File: config.mk
export PLATFORM = sky130hd
export DESIGN_NAME = sonet_oh_err_inject
export DESIGN_NICKNAME = d
export VERILOG_FILES = /design/src/rtl/sonet_oh_pkg.sv /design/src/rtl/trig_edge_detect.sv /design/src/rtl/a2_burst_ctrl.sv /design/src/rtl/aps_babble_gen.sv /design/src/rtl/oh_byte_sub.sv /design/src/rtl/sonet_oh_err_inject.sv
export SDC_FILE = /design/constraint.sdc
export NUM_CORES = 1
export LEC_CHECK = 0
export BUFFER_PORTS_ARGS = -buffer_cell sky130_fd_sc_hd__buf_4
export CAP_MARGIN = 15
export CORE_UTILIZATION = 45
export CTS_CLUSTER_SIZE = 30
export DETAILED_ROUTE_END_ITERATION = 10
export PLACE_DENSITY = 0.69
export SLEW_MARGIN = 20
export SYNTH_ARGS = -nofsm -noshare
export SYNTH_HDL_FRONTEND = slang
export SYNTH_SLANG_ARGS = --single-unit
File: constraint.sdc
create_clock -name clk -period 1.88 [get_ports clk]
set_input_delay 0.094 -clock clk [delete_from_list [all_inputs] [get_ports clk]]
set_output_delay 0.094 -clock clk [all_outputs]
set_load 0.03 [all_outputs]
File: src/rtl/sonet_oh_pkg.sv
package sonet_oh_pkg;

    localparam int ROW_W = 4;
    localparam int COL_W = 7;
    localparam int STS_W = 2;

    localparam logic [7:0]       A2_NOMINAL  = 8'h28;
    localparam logic [7:0]       A2_ERRORED  = ~A2_NOMINAL;

    localparam logic [ROW_W-1:0] ROW_FRAMING = 4'd0;
    localparam logic [ROW_W-1:0] ROW_POINTER = 4'd3;
    localparam logic [ROW_W-1:0] ROW_APS     = 4'd4;

    localparam logic [COL_W-1:0] COL_FIRST   = 7'd0;
    localparam logic [COL_W-1:0] COL_SECOND  = 7'd1;
    localparam logic [COL_W-1:0] COL_THIRD   = 7'd2;

    localparam logic [3:0]       NDF_NORMAL   = 4'b0110;
    localparam logic [3:0]       NDF_ASSERTED = 4'b1001;
    localparam logic [9:0]       PTR_INVALID  = 10'd1023;

    typedef enum logic [1:0] {
        BST_IDLE  = 2'd0,
        BST_ARMED = 2'd1,
        BST_BURST = 2'd2
    } burst_state_t;

    typedef struct packed {
        logic [ROW_W-1:0] row;
        logic [COL_W-1:0] col;
        logic [STS_W-1:0] sts;
    } frame_pos_t;

endpackage

File: src/rtl/trig_edge_detect.sv
module trig_edge_detect #(
    parameter int SYNC_STAGES = 2
) (
    input  logic clk,
    input  logic rst_n,
    input  logic trig_async,
    output logic trig_rise
);

    logic [SYNC_STAGES-1:0] sync_q;
    logic                   last_q;

    // synchroniser chain, stage 0 samples the pin
    generate
        for (genvar s = 0; s < SYNC_STAGES; s++) begin : g_stage
            if (s == 0) begin : g_first
                always_ff @(posedge clk or negedge rst_n) begin
                    if (!rst_n) sync_q[0] <= 1'b0;
                    else        sync_q[0] <= trig_async;
                end
            end else begin : g_next
                always_ff @(posedge clk or negedge rst_n) begin
                    if (!rst_n) sync_q[s] <= 1'b0;
                    else        sync_q[s] <= sync_q[s-1];
                end
            end
        end
    endgenerate

    always_ff @(posedge clk or negedge rst_n) begin
        if (!rst_n) last_q <= 1'b0;
        else        last_q <= sync_q[SYNC_STAGES-1];
    end

    assign trig_rise = sync_q[SYNC_STAGES-1] & ~last_q;

endmodule

File: src/rtl/a2_burst_ctrl.sv
module a2_burst_ctrl
    import sonet_oh_pkg::*;
#(
    parameter int CNT_W = 5
) (
    input  logic             clk,
    input  logic             rst_n,
    input  logic             edge_rise,
    input  logic             frame_start,
    input  logic [CNT_W-1:0] cfg_count,
    output burst_state_t     state_o,
    output logic [CNT_W-1:0] remain_o,
    output logic             corrupt_a2
);

    localparam logic [CNT_W-1:0] LAST_FRAME = CNT_W'(1);

    burst_state_t     state_q, state_d;
    logic [CNT_W-1:0] remain_q, remain_d;
    logic [CNT_W-1:0] latch_q, latch_d;

    // state register
    always_ff @(posedge clk or negedge rst_n) begin
        if (!rst_n) begin
            state_q  <= BST_IDLE;
            remain_q <= '0;
            latch_q  <= '0;
        end else begin
            state_q  <= state_d;
            remain_q <= remain_d;
            latch_q  <= latch_d;
        end
    end

    // transitions: ARM, LAUNCH, STEP, FINISH
    always_comb begin
        state_d  = state_q;
        remain_d = remain_q;
        latch_d  = latch_q;
        unique case (state_q)
            BST_IDLE: begin
                if (edge_rise && (cfg_count != '0)) begin
                    state_d = BST_ARMED;
                    latch_d = cfg_count;
                end
            end
            BST_ARMED: begin
                if (frame_start) begin
                    state_d  = BST_BURST;
                    remain_d = latch_q;
                end
            end
            BST_BURST: begin
                if (frame_start) begin
                    if (remain_q == LAST_FRAME) begin
                        state_d  = BST_IDLE;
                        remain_d = '0;
                    end else begin
                        remain_d = remain_q - LAST_FRAME;
                    end
                end
            end
            default: begin
                state_d  = BST_IDLE;
                remain_d = '0;
            end
        endcase
    end

    // outputs
    always_comb begin
        corrupt_a2 = (state_q == BST_BURST);
        state_o    = state_q;
        remain_o   = remain_q;
    end

endmodule

File: src/rtl/aps_babble_gen.sv
module aps_babble_gen #(
    parameter int              APS_W    = 13,
    parameter logic [APS_W-1:0] TAP_MASK = 13'h100D
) (
    input  logic             clk,
    input  logic             rst_n,
    input  logic             advance,
    output logic [APS_W-1:0] value_o
);

    localparam logic [APS_W-1:0] SEED = APS_W'(1);

    logic [APS_W-1:0] lfsr_q;
    logic             feedback;

    assign feedback = ^(lfsr_q & TAP_MASK);

    always_ff @(posedge clk or negedge rst_n) begin
        if (!rst_n)       lfsr_q <= SEED;
        else if (advance) lfsr_q <= {lfsr_q[APS_W-2:0], feedback};
    end

    assign value_o = lfsr_q;

endmodule

File: src/rtl/oh_byte_sub.sv
module oh_byte_sub
    import sonet_oh_pkg::*;
#(
    parameter int NUM_STS = 3,
    parameter int APS_W   = 13
) (
    input  logic [7:0]         data_i,
    input  frame_pos_t         pos_i,
    input  logic               a2_err_i,
    input  logic               babble_en_i,
    input  logic [APS_W-1:0]   babble_val_i,
    input  logic [NUM_STS-1:0] ptr_en_i,
    input  logic               ndf_sel_i,
    input  logic               au4_i,
    output logic [7:0]         data_o
);

    localparam int K1_BITS = 8;
    localparam int K2_BITS = APS_W - K1_BITS;

    logic [NUM_STS-1:0] sts_sel;
    logic [NUM_STS-1:0] sts_ptr_on;
    logic               ptr_hit;
    logic               first_sts;
    logic               is_a2, is_h1, is_h2, is_k1, is_k2;

    // per-STS pointer enable; concatenated mode keeps only the first
    generate
        for (genvar i = 0; i < NUM_STS; i++) begin : g_sts
            assign sts_sel[i] = (pos_i.sts == STS_W'(i));
            if (i == 0) begin : g_lead
                assign sts_ptr_on[i] = ptr_en_i[i];
            end else begin : g_tail
                assign sts_ptr_on[i] = ptr_en_i[i] & ~au4_i;
            end
        end
    endgenerate

    assign ptr_hit   = |(sts_sel & sts_ptr_on);
    assign first_sts = sts_sel[0];

    always_comb begin
        is_a2 = (pos_i.row == ROW_FRAMING) && (pos_i.col == COL_SECOND);
        is_h1 = (pos_i.row == ROW_POINTER) && (pos_i.col == COL_FIRST);
        is_h2 = (pos_i.row == ROW_POINTER) && (pos_i.col == COL_SECOND);
        is_k1 = (pos_i.row == ROW_APS) && (pos_i.col == COL_SECOND) && first_sts;
        is_k2 = (pos_i.row == ROW_APS) && (pos_i.col == COL_THIRD)  && first_sts;
    end

    always_comb begin
        data_o = data_i;
        if (is_a2 && a2_err_i) begin
            data_o = A2_ERRORED;
        end
        if (is_h1 && ptr_hit) begin
            if (ndf_sel_i) data_o = {NDF_ASSERTED, data_i[3:0]};
            else           data_o = {NDF_NORMAL, data_i[3:2], PTR_INVALID[9:8]};
        end
        if (is_h2 && ptr_hit && !ndf_sel_i) begin
            data_o = PTR_INVALID[7:0];
        end
        if (is_k1 && babble_en_i) begin
            data_o = babble_val_i[APS_W-1 -: K1_BITS];
        end
        if (is_k2 && babble_en_i) begin
            data_o = {babble_val_i[K2_BITS-1:0], data_i[7-K2_BITS:0]};
        end
    end

endmodule

File: src/rtl/sonet_oh_err_inject.sv
module sonet_oh_err_inject
    import sonet_oh_pkg::*;
#(
    parameter int NUM_STS     = 3,
    parameter int CNT_W       = 5,
    parameter int APS_W       = 13,
    parameter int SYNC_STAGES = 2
) (
    input  logic               clk,
    input  logic               rst_n,
    input  logic               in_valid,
    input  logic [7:0]         in_data,
    input  logic [ROW_W-1:0]   in_row,
    input  logic [COL_W-1:0]   in_col,
    input  logic [STS_W-1:0]   in_sts,
    input  logic [CNT_W-1:0]   cfg_a2_count,
    input  logic               cfg_babble_en,
    input  logic [NUM_STS-1:0] cfg_ptr_en,
    input  logic               cfg_ndf_sel,
    input  logic               cfg_au4_mode,
    input  logic               err_trig_async,
    output logic               out_valid,
    output logic [7:0]         out_data
);

    frame_pos_t       pos;
    logic             frame_start;
    logic             trig_rise;
    logic             a2_corrupt;
    burst_state_t     burst_state;
    logic [CNT_W-1:0] burst_remain;
    logic [APS_W-1:0] babble_val;
    logic [7:0]       sub_data;

    assign pos = '{row: in_row, col: in_col, sts: in_sts};
    assign frame_start = in_valid && (in_row == ROW_FRAMING)
                         && (in_col == COL_FIRST) && (in_sts == '0);

    trig_edge_detect #(
        .SYNC_STAGES (SYNC_STAGES)
    ) u_trig (
        .clk        (clk),
        .rst_n      (rst_n),
        .trig_async (err_trig_async),
        .trig_rise  (trig_rise)
    );

    a2_burst_ctrl #(
        .CNT_W (CNT_W)
    ) u_burst (
        .clk         (clk),
        .rst_n       (rst_n),
        .edge_rise   (trig_rise),
        .frame_start (frame_start),
        .cfg_count   (cfg_a2_count),
        .state_o     (burst_state),
        .remain_o    (burst_remain),
        .corrupt_a2  (a2_corrupt)
    );

    aps_babble_gen #(
        .APS_W (APS_W)
    ) u_babble (
        .clk     (clk),
        .rst_n   (rst_n),
        .advance (frame_start),
        .value_o (babble_val)
    );

    oh_byte_sub #(
        .NUM_STS (NUM_STS),
        .APS_W   (APS_W)
    ) u_sub (
        .data_i       (in_data),
        .pos_i        (pos),
        .a2_err_i     (a2_corrupt),
        .babble_en_i  (cfg_babble_en),
        .babble_val_i (babble_val),
        .ptr_en_i     (cfg_ptr_en),
        .ndf_sel_i    (cfg_ndf_sel),
        .au4_i        (cfg_au4_mode),
        .data_o       (sub_data)
    );

    always_ff @(posedge clk or negedge rst_n) begin
        if (!rst_n) begin
            out_valid <= 1'b0;
            out_data  <= '0;
        end else begin
            out_valid <= in_valid;
            out_data  <= sub_data;
        end
    end

endmodule

# After elaboration in Yosys (flattened, before gate mapping)

Cells that the tools add are included.

$add $sub $neg: 1
Multipliers: 0
Div/mod/pow operators: 0
Magnitude comparators: 0
Equal/unequal tests: 13
Shift operators: 0
Muxes and demuxes: 15
Bitwise operators: 7
Reductions and logical operators: 28

Operators with widths:

| cell                                                                  | number |
|---|---|
| 8-bit 2-to-1 mux                                                      | 6 |
| 1-bit logical AND                                                     | 17 |
| 5-bit 2-to-1 mux                                                      | 3 |
| 5-bit one-hot mux with 3 select lines                                 | 1 |
| 13-bit parity                                                         | 1 |
| 2-bit 2-to-1 mux                                                      | 4 |
| 7-bit by 1-bit equality test with 1-bit output, second input constant | 1 |
| 7-bit by 2-bit equality test with 1-bit output, second input constant | 1 |
| 7-bit zero test                                                       | 1 |
| 2-bit != test, second input constant                                  | 3 |
| 2-bit one-hot mux with 3 select lines                                 | 1 |
| 5-bit by 1-bit equality test with 1-bit output, second input constant | 1 |
| 5-bit nonzero test                                                    | 1 |
| 5-bit by 1-bit subtractor with 5-bit output, second input constant    | 1 |
| 2-bit by 1-bit equality test with 1-bit output, second input constant | 2 |
| 2-bit equality test, second input constant                            | 2 |
| 4-bit by 2-bit equality test with 1-bit output, second input constant | 1 |
| 4-bit by 3-bit equality test with 1-bit output, second input constant | 1 |
| 2-bit zero test                                                       | 2 |
| 4-bit zero test                                                       | 1 |
| 4-bit AND reduction                                                   | 1 |
| 1-bit AND                                                             | 3 |
| 3-bit AND                                                             | 1 |
| 1-bit inverter                                                        | 3 |
| other kinds (5)                                                       | 5 |

Register bits after elaboration: 37
Latch bits: 0
Bits in writable memories: 0
ROM bits: 0
Bits of input ports: 36
Output and inout bits: 9
Logic and storage cells: 73
Memories: 0

# Longest topological paths before layout

Depth after elaboration: 9
Mapped depth: 7
Mapped depth without buffers: 7

# By module

From an unflattened synthesis, not the netlist that was laid out.

Cells, all modules: 171
Area, all modules: 1,946.9 µm²

By module, submodules not included:

| module              | times used | cells each | area an instance (µm²) | seq. area each (µm²) |
|---|---|---|---|---|
| a2_burst_ctrl       | 1          | 69         | 719.4                  | 300.3 |
| aps_babble_gen      | 1          | 32         | 506.7                  | 326.6 |
| oh_byte_sub         | 1          | 52         | 366.6                  | 0.0 |
| sonet_oh_err_inject | 1          | 14         | 265.3                  | 225.2 |
| trig_edge_detect    | 1          | 4          | 88.8                   | 75.1 |

# Least setup slack after synthesis

OpenSTA, ideal clock, no wires.

Kind: register to register
From: register u_burst.remain_q[1] (netlist: u_burst.remain_o[1])
To: register u_burst.state_q[1] (netlist: u_burst.state_o[1])
Library setup time: 0.125 ns
Arrival time: 1.548 ns
Required time: 1.755 ns
Setup slack: 0.207 ns
Stages on the path, launching flop included: 7
Buffers on the path: 0
Period minus slack after synthesis: 1.673 ns
Cell sequence: dfrtp_1 inv_1 ha_1 inv_1 o41ai_2 o221ai_1 mux2_2

Longest elaborated chain between the ends: 3

RTL lines:

| item                                           | RTL line            | RTL |
|---|---|---|
| start, declared                                | a2_burst_ctrl.sv:19 | `logic [CNT_W-1:0] remain_q, remain_d;` |
| start signal, assigned                         | a2_burst_ctrl.sv:30 | `remain_q <= remain_d;` |
| 5-bit by 1-bit equality test with 1-bit output | a2_burst_ctrl.sv:55 | `if (remain_q == LAST_FRAME) begin` |
| 2-bit != test (no line)                        | n/a                 |  |
| 4-bit AND reduction (no line)                  | n/a                 |  |
| end signal, assigned                           | a2_burst_ctrl.sv:29 | `state_q <= state_d;` |
| end, declared                                  | a2_burst_ctrl.sv:18 | `burst_state_t state_q, state_d;` |

Every way passes these cells.
A chain may end at the register's enable or synchronous reset.

# Worst setup path after layout

From: input in_valid
To: register u_babble.lfsr_q[11] (netlist: u_babble.value_o[11])

Longest elaborated chain between the ends: 3

RTL lines:

| item                           | RTL line                  | RTL |
|---|---|---|
| start, declared                | sonet_oh_err_inject.sv:11 | `input logic in_valid,` |
| 1-bit logical AND              | sonet_oh_err_inject.sv:36 | `assign frame_start = in_valid && (in_row == ROW_FRAMING)` |
| 1-bit logical AND (2 in a row) | sonet_oh_err_inject.sv:37 | `&& (in_col == COL_FIRST) && (in_sts == '0);` |
| end signal, assigned           | aps_babble_gen.sv:20      | `else if (advance) lfsr_q <= {lfsr_q[APS_W-2:0], feedback};` |
| end, declared                  | aps_babble_gen.sv:13      | `logic [APS_W-1:0] lfsr_q;` |

Every way passes these cells.

==> metrics.md <==
| Metric | Value |
|---|---|
| Status | finished, final reports clean |
| Syn Nets | 214 |
| Via-to-Cell Ratio | 5.407 |
| Layout cells sized above 1 | 0.4000 |
| Net switching power | 0.7282 mW |
| PortBufs | 44 |
| Pint | 1.756 mW |
| Post-Syn Instances | about 170 |
| Largest net degree at the start of global routing | 38 |
| Reg2reg path depth | 5 |
| Comb pwr share | 0.275 |
| I/O Pins | 45 |
| Root Buffer Master | clkbuf_8 |
| Initial antenna violation count | 0 |
| Hpwl dp | 3331 um |
| Hold Violations, Final | 0 |
| Mapped Area | 1942 um^2 |
| Final #Nets | 276 |
| DRC Markers | 0 |
| Period minus WS final | approximately 1.7 ns |
| Grt ovf | 0 |
| Sw Ratio | 0.2932 |
| Hold Slack | 0.02443 ns |
| Worst rel slew slack | 0.6676 |
| Die X | 67.69 um |
| Multi-input gate area | around 970 um^2 |
| CP Launch Type | primary input |
| Routed len/inst | 15.37 um |
| Critical Path Sink | u_babble.value_o[11] |
| Clock latency on the worst-skew pair | 0.29 ns |
| Worst Skew | 0.002708 ns |
| Seq pwr share | 0.392 |
| Ys flop type | dfrtp_1 |
| Die ar. | 4582 um^2 |
| RR Endpoint | u_burst.state_o[1] |
| Crit end category | flop |
| Crit-path max FO | 10 |
| Initial core utilization | 0.4786 |
| Num rows | 23 |
| WP data arrival | 1.89 ns |
| Clk network pwr share | 0.333 |
| Filler cell count | 316 |
| VDD IR-drop max | 0.9587 mV |
| Crit path kind | in -> reg |
| R2R setup slack | approximately 0.23 ns |
| Max_cap viols | 0 |
| Final antenna-violating net count | 0 |
| Largest area contributor in the netlist | dfrtp_1 |
| DRT Wirelength | 4381 um |
| First-pass DRT Iterations | 4 |
| FF/Latch Area | 927.1 um^2 |
| Routed vias | between 1.5k and 2k |
| P&R area growth vs syn | 31.96% |
| CTS sink cnt | 37 |
| Synth top area cells | dfrtp_1, mux2_2, ha_1 |
| Setup TNS | 0 ns |
| Core area | 4058 um^2 |
| Worst hold stages | 2 |
| Fin area | roughly 2600 um^2 |
| N_diodes | 0 |
| Sequential share of the synthesized area | 0.4774 |
| Post-synth EDFFs | 0 |
| Worst EP required | 2.06 ns |
| RSZ-0062 raised after global routing | no |
| Most frequent cells in the layout | buf_4, dfrtp_1, mux2_2 |
| Syn avg cell area | 11.29 um^2 |
| CTS H-tree lvls | 2 |
| Post-synth top area share | 0.4639 |
| Final period util | 0.9105 |
| Vias in the first global route | 1608 |
| Slew Limit Fails | 0 |
| Num CTS Buffers | 5 |
| Flops & latches, synth | 37 |
| Max Clk Rate | 0.5842 GHz |
| Netlist cell types | 44 |
| Total track usage | 0.2120 |
| Worst r2r src | u_burst.state_o[1] |
| Ys async rst share | 1.000 |
| Leak | 1.200 nW |
| Min-Delay Path Class | in -> reg |
| Gp weighted congestion | 0.8111 |
| Clk slew on worst S/H paths | 0.08 ns |
| Commonest non-fill, non-tap cell in the layout | buf_4 |
| CTS max path bufs | 2 |
| First-pass GRT wire length | around 7000 um |
| Area post-placement | 2395 um^2 |
| Worst setup path startpoint | in_valid |
| Worst Tran Pin Value | 0.4919 ns |
| Drt first-iter violations | 49 |
| Final setup fails | 0 |
| CTS tree | yes |
| Die H | ~68 um |
| Total number of yosys warnings | 0 |
| Pwr/cell area | 969.3 nW/um^2 |
state kept, by name, indices dropped and copies added, names as in the netlist:
signal / cells
u_babble.value_o: 13
out_data: 8
u_burst.latch_q: 5
u_burst.remain_o: 5
u_burst.state_o: 2
u_trig.sync_q: 2
out_valid: 1
u_trig.last_q: 1
power groups by stage:
stage	Sequential, mW	Clock (mW)	Combinational [mW]
floorplan	0.986	0	0.433
global placement	0.982	0	0.639
detailed placement	0.989	0	0.672
CTS	0.974	0.844	0.683
global route	0.984	0.883	0.751
finish	0.973	0.828	0.683
stage by stage:
stage	power (mW)	instances	utilization	setup WS [ns]
global placement	1.620	274	0.5902	0.2106
global route	2.618	285	0.6315	0.1076
detailed placement	1.662	274	0.5902	0.1544
floorplan	1.419	172	-	0.2071
CTS	2.501	285	0.6315	0.1652
finish	2.484	285	0.6315	0.1682
layer usage:
layer	global-route usage	part of all wire
met2	0.3874	0.55
met5	0	0
met3	0.04392	0.022
met1	0.2285	0.41
met4	0.1037	0.016
repair_timing:
item / 4_1_cts / 5_1_grt
hold buffers: 3 / 0
gates resized for setup: 0 / 1
setup buffers: 0 / 0
hold endpoints to repair: 38 / 0
setup endpoints to repair: 0 / 1
layout make-up:
class / instances / share of cell area
clock buffer: 5 / 0.02686
clock inverter: 3 / 0.02686
inverter: 11 / 0.01611
multi-input combinational: 123 / 0.3770
sequential: 37 / 0.3618
tap: 50 / 0.02441
timing repair buffer: 56 / 0.1670
cell families after synthesis:
group           after synthesis  share of synthesized area
simple gates                 58                     0.1978
flops                        37                     0.4774
compound gates               36                     0.1340
mux                          18                     0.1044
buf+inv                      12                    0.02513
fa+ha+maj                     6                    0.03866
xor+xnor                      5                    0.02255
cells in the mapped netlist (2+ instances only):
master / instances
nand3_1: 2
o22a_1: 3
and4b_2: 2
ha_1: 6
inv_1: 11
nor3b_1: 4
nor3_1: 2
nor4b_1: 2
a21oi_1: 5
o22ai_1: 3
nand4_2: 2
o21ai_0: 10
nor2_1: 11
dfrtp_1: 36
o211ai_1: 5
nand2_1: 14
xnor2_1: 4
mux2_2: 18
nand4_1: 5
o21a_1: 3
how the worst min path moves through the flow:
stage	slack, ns	endpoint	from
floorplan	-0.20	out_data[0]	rst_n
global placement	0.07	out_valid	rst_n
detailed placement	0.08	u_burst.remain_o[1]	rst_n
CTS	0.01	out_data[1]	in_data[1]
global route	0.006	out_data[1]	in_data[1]
finish	0.02	out_data[1]	in_data[1]
worst max-delay path: stages:
cell	delay, ns
dlygate4sd3_1	0.52
buf_4	0.10
nor4b_1	0.29
and4_2	0.33
buf_4	0.20
mux2_2	0.35
Note: power is estimated with default switching activity, not from simulation.
